$ cat src/rtl/e1_fmt_pkg.sv
package e1_fmt_pkg;

    localparam int NEAR_GAP = 4;

    typedef struct packed {
        logic uni;
        logic rise;
        logic rz;
        logic flag_full;
        logic inv_a;
        logic inv_b;
    } fmt_cfg_t;

    typedef struct packed {
        logic a;
        logic b;
    } pin_pair_t;

    typedef enum logic {
        SHAPE_NRZ = 1'b0,
        SHAPE_RZ  = 1'b1
    } shape_e;

    function automatic shape_e shape_of(fmt_cfg_t c);
        return (c.rz && !c.uni && !c.rise) ? SHAPE_RZ : SHAPE_NRZ;
    endfunction

    function automatic pin_pair_t pick_source(fmt_cfg_t c, logic pos, logic neg,
                                              logic dat, logic flg);
        pin_pair_t p;
        if (c.uni) begin
            p.a = dat;
            p.b = flg;
        end else begin
            p.a = pos;
            p.b = neg;
        end
        return p;
    endfunction

endpackage

$ cat src/rtl/e1_lclk_gen.sv
module e1_lclk_gen (
    input  logic clk,
    input  logic rst,
    input  logic rise_sel,
    output logic lclk,
    output logic upd_stb
);
    logic lclk_q;

    always_ff @(posedge clk) begin
        if (rst) lclk_q <= 1'b0;
        else     lclk_q <= ~lclk_q;
    end

    // The edge of clk that moves lclk to the selected level is the update edge.
    assign upd_stb = rise_sel ? ~lclk_q : lclk_q;
    assign lclk    = lclk_q;
endmodule

$ cat src/rtl/e1_fifo_flag.sv
module e1_fifo_flag #(
    parameter int DEPTH = 64,
    parameter int LVL_W = $clog2(DEPTH + 1)
) (
    input  logic [LVL_W-1:0] level,
    input  logic             sel_full,
    output logic             flag
);
    import e1_fmt_pkg::*;

    localparam logic [LVL_W-1:0] FULL_TH  = LVL_W'(DEPTH - NEAR_GAP);
    localparam logic [LVL_W-1:0] EMPTY_TH = LVL_W'(NEAR_GAP);

    logic near_full, near_empty;

    assign near_full  = (level >= FULL_TH);
    assign near_empty = (level <= EMPTY_TH);
    assign flag       = sel_full ? near_full : near_empty;
endmodule

$ cat src/rtl/e1_pin_shaper.sv
module e1_pin_shaper
    import e1_fmt_pkg::*;
(
    input  logic      clk,
    input  logic      rst,
    input  logic      upd_stb,
    input  shape_e    shape,
    input  pin_pair_t nxt,
    output pin_pair_t raw
);
    pin_pair_t raw_q;

    always_ff @(posedge clk) begin
        if (rst)                    raw_q <= '0;
        else if (upd_stb)           raw_q <= nxt;
        else if (shape == SHAPE_RZ) raw_q <= '0;
    end

    assign raw = raw_q;

    p_hold_nrz_r6: assert property (@(posedge clk) disable iff (rst)
        (!upd_stb && shape == SHAPE_NRZ) |=> $stable(raw_q))
        else $error("pins moved off the update edge in NRZ");

    p_rz_return_r7: assert property (@(posedge clk) disable iff (rst)
        (!upd_stb && shape == SHAPE_RZ) |=> (raw_q == '0))
        else $error("RZ rail did not return to zero");
endmodule

$ cat src/rtl/e1_line_fmt.sv
module e1_line_fmt #(
    parameter int FIFO_DEPTH = 64,
    parameter int LVL_W      = $clog2(FIFO_DEPTH + 1)
) (
    input  logic             clk,
    input  logic             rst,
    input  logic             cfg_unipolar,
    input  logic             cfg_rise_edge,
    input  logic             cfg_rz,
    input  logic             cfg_flag_full,
    input  logic             cfg_inv_a,
    input  logic             cfg_inv_b,
    input  logic             pos_req,
    input  logic             neg_req,
    input  logic             ser_data,
    input  logic [LVL_W-1:0] fifo_level,
    output logic             line_clk,
    output logic             pin_a,
    output logic             pin_b
);
    import e1_fmt_pkg::*;

    localparam int NPIN = 2;

    fmt_cfg_t  cfg;
    logic      upd_stb;
    logic      fifo_flag;
    pin_pair_t nxt_pair;
    pin_pair_t raw_pair;
    logic [NPIN-1:0] raw_vec, inv_vec, out_vec;

    assign cfg = '{uni: cfg_unipolar, rise: cfg_rise_edge, rz: cfg_rz,
                   flag_full: cfg_flag_full, inv_a: cfg_inv_a, inv_b: cfg_inv_b};

    e1_lclk_gen u_lclk (
        .clk      (clk),
        .rst      (rst),
        .rise_sel (cfg.rise),
        .lclk     (line_clk),
        .upd_stb  (upd_stb)
    );

    e1_fifo_flag #(.DEPTH(FIFO_DEPTH), .LVL_W(LVL_W)) u_flag (
        .level    (fifo_level),
        .sel_full (cfg.flag_full),
        .flag     (fifo_flag)
    );

    assign nxt_pair = pick_source(cfg, pos_req, neg_req, ser_data, fifo_flag);

    e1_pin_shaper u_shape (
        .clk     (clk),
        .rst     (rst),
        .upd_stb (upd_stb),
        .shape   (shape_of(cfg)),
        .nxt     (nxt_pair),
        .raw     (raw_pair)
    );

    assign raw_vec = {raw_pair.b, raw_pair.a};
    assign inv_vec = {cfg.inv_b, cfg.inv_a};

    for (genvar i = 0; i < NPIN; i++) begin : g_pol
        assign out_vec[i] = raw_vec[i] ^ inv_vec[i];
    end

    assign pin_a = out_vec[0];
    assign pin_b = out_vec[1];

    p_lclk_toggle_r1: assert property (@(posedge clk) disable iff (rst)
        1'b1 |=> (line_clk != $past(line_clk)))
        else $error("line clock missed a toggle");

    p_rail_idle_r3: assert property (@(posedge clk) disable iff (rst)
        (upd_stb && !cfg_unipolar && !pos_req && !neg_req) |=> (raw_pair == '0))
        else $error("rail active with no request");

    p_uni_data_r4: assert property (@(posedge clk) disable iff (rst)
        (upd_stb && cfg_unipolar) |=> (raw_pair.a == $past(ser_data)))
        else $error("data pin does not follow serial data");

    p_flag_full_r5: assert property (@(posedge clk) disable iff (rst)
        (upd_stb && cfg_unipolar && cfg_flag_full && fifo_level >= LVL_W'(FIFO_DEPTH - 4))
        |=> raw_pair.b)
        else $error("near-full flag missing");

    p_rz_ignored_r8: assert property (@(posedge clk) disable iff (rst)
        (!upd_stb && (cfg_unipolar || cfg_rise_edge)) |=> $stable(raw_pair))
        else $error("shaping applied outside its mode");
endmodule

$ cat config.mk
export PLATFORM = sky130hd
export DESIGN_NAME = e1_line_fmt
export DESIGN_NICKNAME = d
export VERILOG_FILES = /design/src/rtl/e1_fmt_pkg.sv /design/src/rtl/e1_lclk_gen.sv /design/src/rtl/e1_fifo_flag.sv /design/src/rtl/e1_pin_shaper.sv /design/src/rtl/e1_line_fmt.sv
export SDC_FILE = /design/constraint.sdc
export NUM_CORES = 1
export LEC_CHECK = 0
export BUFFER_PORTS_ARGS = -buffer_cell sky130_fd_sc_hd__buf_2
export CORE_AREA = 4 4 41 43
export CTS_BUF_LIST = sky130_fd_sc_hd__clkbuf_8
export DETAILED_ROUTE_END_ITERATION = 7
export DIE_AREA = 0 0 45 47
export GPL_TIMING_DRIVEN = 0
export PLACE_DENSITY_LB_ADDON = 0.05
export SYNTH_ARGS = -nofsm -noshare
export SYNTH_HDL_FRONTEND = slang
export SYNTH_SLANG_ARGS = --single-unit
$ cat constraint.sdc
create_clock -name clk -period 0.9 [get_ports clk]
set_clock_uncertainty 0.1 [all_clocks]
set_input_delay 0.09 -clock clk [delete_from_list [all_inputs] [get_ports clk]]
set_output_delay 0.09 -clock clk [all_outputs]
set_load 0.02 [all_outputs]
==> metrics.md <==
| Metric | Value |
|---|---|
| Status | `finished with violations` |
| Violated checks | `negative setup slack` |
| Post-synth net total | `roughly 40` |
| CTS H-tree lvls | `1` |
| Clk sinks | `3` |
| Synth top area share | `~31%` |
| Post-synth top flop | `dfxtp_1` |
| GRT Residual Overflow | `0` |
| CP Class | `flip-flop to flip-flop` |
| Die Wd | `approximately 45 um` |
| Flop2flop setup slack | `-180 ps` |
| Site row count | `13` |
| Antenna violations before repair | `0` |
| Critical Path Start Type | `flip-flop` |
| Clock latency on the worst-skew pair | `210 ps` |
| 1st-pass router iterations | `2` |
| DR DRC count | `0` |
| Fmax | `between 900 and 1000 MHz` |
| Hold Path Stages | `3` |
| Crit-path max FO | `3` |
| PwrDens | `between 1500 and 2000 nW/um^2` |
| DR WL met3 | `between 80 and 90 um` |
| Initial detailed-routing violation count | `3` |
| PortBufs | `20` |
| P_leak | `~0.20 nW` |
| Setup TNS | `-750 ps` |
| Yosys warnings | `0` |
| Share of cells above drive strength 1 | `between 50% and 60%` |
| CTS tree | `built` |
| Seq/Total Area, Yosys | `between 30% and 40%` |
| Routed wl met2 | `between 300 and 400 um` |
| Top Ports | `21` |
| First-pass GRT wire length | `approximately 1000 um` |
| Unique masters post-synth | `16` |
| Worst setup EP type | `flip-flop` |
| Clk root buf | `clkbuf_8` |
| Die Span Y | `between 40 and 50 um` |
| Setup WS pre-CTS | `-231 ps` |
| Area of the die | `2120 um^2` |
| Placement-stage cell area | `approximately 320 um^2` |
| Worst hold path type | `input port to flip-flop` |
| Worst-margin pin slew | `approximately 270 ps` |
| Tmin final | `between 1000 and 1500 ps` |
| Max VDD drop | `between 0.5 and 0.6 mV` |
| Total global-route track usage | `7.02%` |
| Synth area leaders | `dfxtp_1, xor2_1, nor4_2, mux2_1, a21oi_1` |
| Worst path arrival time | `roughly 1100 ps` |
| Synthesized instance count | `23` |
| Number of hold violations in the final report | `0` |
| DR vias | `between 200 and 300` |
| Post-route cell area | `slightly below 400 um^2` |
| Largest net degree at the start of global routing | `5` |
| DR top layer | `met3` |
| # setup viols final | `5` |
| FF-to-FF End | `u_shape.raw[1]` |
| Post-synthesis register bit count | `3` |
| FF-to-FF Start | `u_lclk.lclk` |
| Detail Route Antenna Nets | `0` |
| Hold_sp | `neg_req` |
| Core region area | `between 1000 and 1500 um^2` |
| Syn avg cell area | `roughly 8.5 um^2` |
| Worst Reg-to-Reg Cells | `4` |
| WP data required | `~950 ps` |
| Post-Route M1 WL | `251 um` |
| Worst-path clk slew | `around 30 ps` |
| CTS buffer count | `3` |
| Ys async rst share | `0%` |
| Number of synthesized flops with an enable pin | `0` |
| Nets | `between 60 and 70` |
| Commonest cells post-synth | `dfxtp_1, xor2_1, a21oi_1, nor2_1, o21ai_1` |
| DP Cell Count | `slightly below 60` |
| Period Utilization, post-route | `120%` |
| Gpl congestion | `0.635` |
| Starting Density | `between 15 and 20%` |
| WL/cell | `about 11 um` |
| MaxCap Viol Count | `0` |
| Post-synth design cell area | `roughly 200 um^2` |
| Layout area overhead | `102%` |
| Non-filler cells, final | `64` |
| DP Wirelength | `roughly 540 um` |
| Worst slew margin | `82.2%` |
| RSZ-0062 raised after global routing | `true` |
| Synth area leader | `dfxtp_1` |
| Number of diodes | `0` |
| Max Buffers Root-to-Sink | `2` |
| Power Total | `0.000677 W` |
| DR vias/cell | `4.20` |
| Slew Viols, Final | `0` |
| Final wirelength | `~680 um` |
| Hold Path End | `u_shape.raw[0]` |
| Vias in the first global route | `between 200 and 300` |
| Setup WS post-layout | `-183 ps` |
[power breakdown]
part | total (W) | switching, W | internal, W
combinational | 0.000149 | 0.0000697 | 0.0000790
sequential | 0.000151 | 0.00000775 | 0.000144
clock | 0.000377 | 0.0000864 | 0.000290
total | 0.000677 | 0.000164 | 0.000513
[through the flow]
step | util (%) | hold slack, ps
4_1_cts | 30.5 | 94.2
5_1_grt | 30.5 | 103
3_5_place_dp | 24.5 | 184
2_1_floorplan | - | 47.1
3_3_place_gp | 24.5 | 179
6_report | 30.5 | 88.4
[metal layers]
layer,global-route usage [%],vias up
met1,6.79,117
met5,0,-
met3,1.92,0
met4,7.02,0
li1,-,136
met2,11.9,16
[worst max-delay path: stages, from the launching register on]
cell and delay, ps:
dfxtp_4 340, or2_1 230, o21ai_2 140, a22oi_1 100
nor2_1 110
[cell usage in the layout (no fill, tap or decap)]
cell | synthesis | routed
nand2_1 | 1 | 1
o21ai_1 | 2 | 1
dfxtp_1 | 3 | 2
or2_1 | 1 | 1
nor2_1 | 2 | 2
buf_2 | 0 | 17
mux2_1 | 1 | 1
buf_4 | 0 | 3
dfxtp_4 | 0 | 1
nand3b_1 | 1 | 1
nand4b_1 | 1 | 1
o21ai_2 | 0 | 1
dlygate4sd3_1 | 0 | 1
a22oi_1 | 1 | 1
nor2b_1 | 1 | 1
clkbuf_8 | 0 | 3
xor2_1 | 3 | 3
nand4_1 | 1 | 1
inv_1 | 1 | 2
buf_6 | 0 | 1
nor4_2 | 1 | 1
a32oi_1 | 1 | 1
a21oi_1 | 2 | 2
[cell families after synthesis]
kind of cell    synth area share (%)
simple gates                    29.9
xor+xnor                        13.4
mux                             5.73
buf+inv                         1.91
compound gates                  18.5
flops                           30.6
[registers in the layout (all words and copies together) (netlist names)]
signal       count
u_lclk.lclk      1
u_shape.raw      2
[worst max-delay path by stage]
| stage | start | end | slack, ps | cells past startpoint |
|---|---|---|---|---|
| after floorplan | u_lclk.lclk | u_shape.raw[0] | -160 | 4 |
| after global placement | u_lclk.lclk | u_shape.raw[0] | -220 | 4 |
| after detailed placement | u_lclk.lclk | u_shape.raw[0] | -230 | 4 |
| after CTS | u_lclk.lclk | u_shape.raw[0] | -190 | 4 |
| after global routing | u_lclk.lclk | u_shape.raw[1] | -240 | 4 |
| final | u_lclk.lclk | u_shape.raw[1] | -180 | 4 |
[final cells by class]
cell class,instances,area (um^2)
clock inverter,1,3.75
timing repair buffer,22,129
sequential,3,63.8
multi-input combinational,19,136
tap,15,18.8
inverter,1,3.75
fill,155,905
clock buffer,3,41.3
[repair_timing]
action                     CTS  global route
pin swaps                    2             0
hold buffers                 1             0
setup endpoints to repair    5             5
resized for setup            5             0
cloned                       0             0
hold endpoints to repair     3             0
setup buffers                1             0
(Power assumes the default switching activity.)
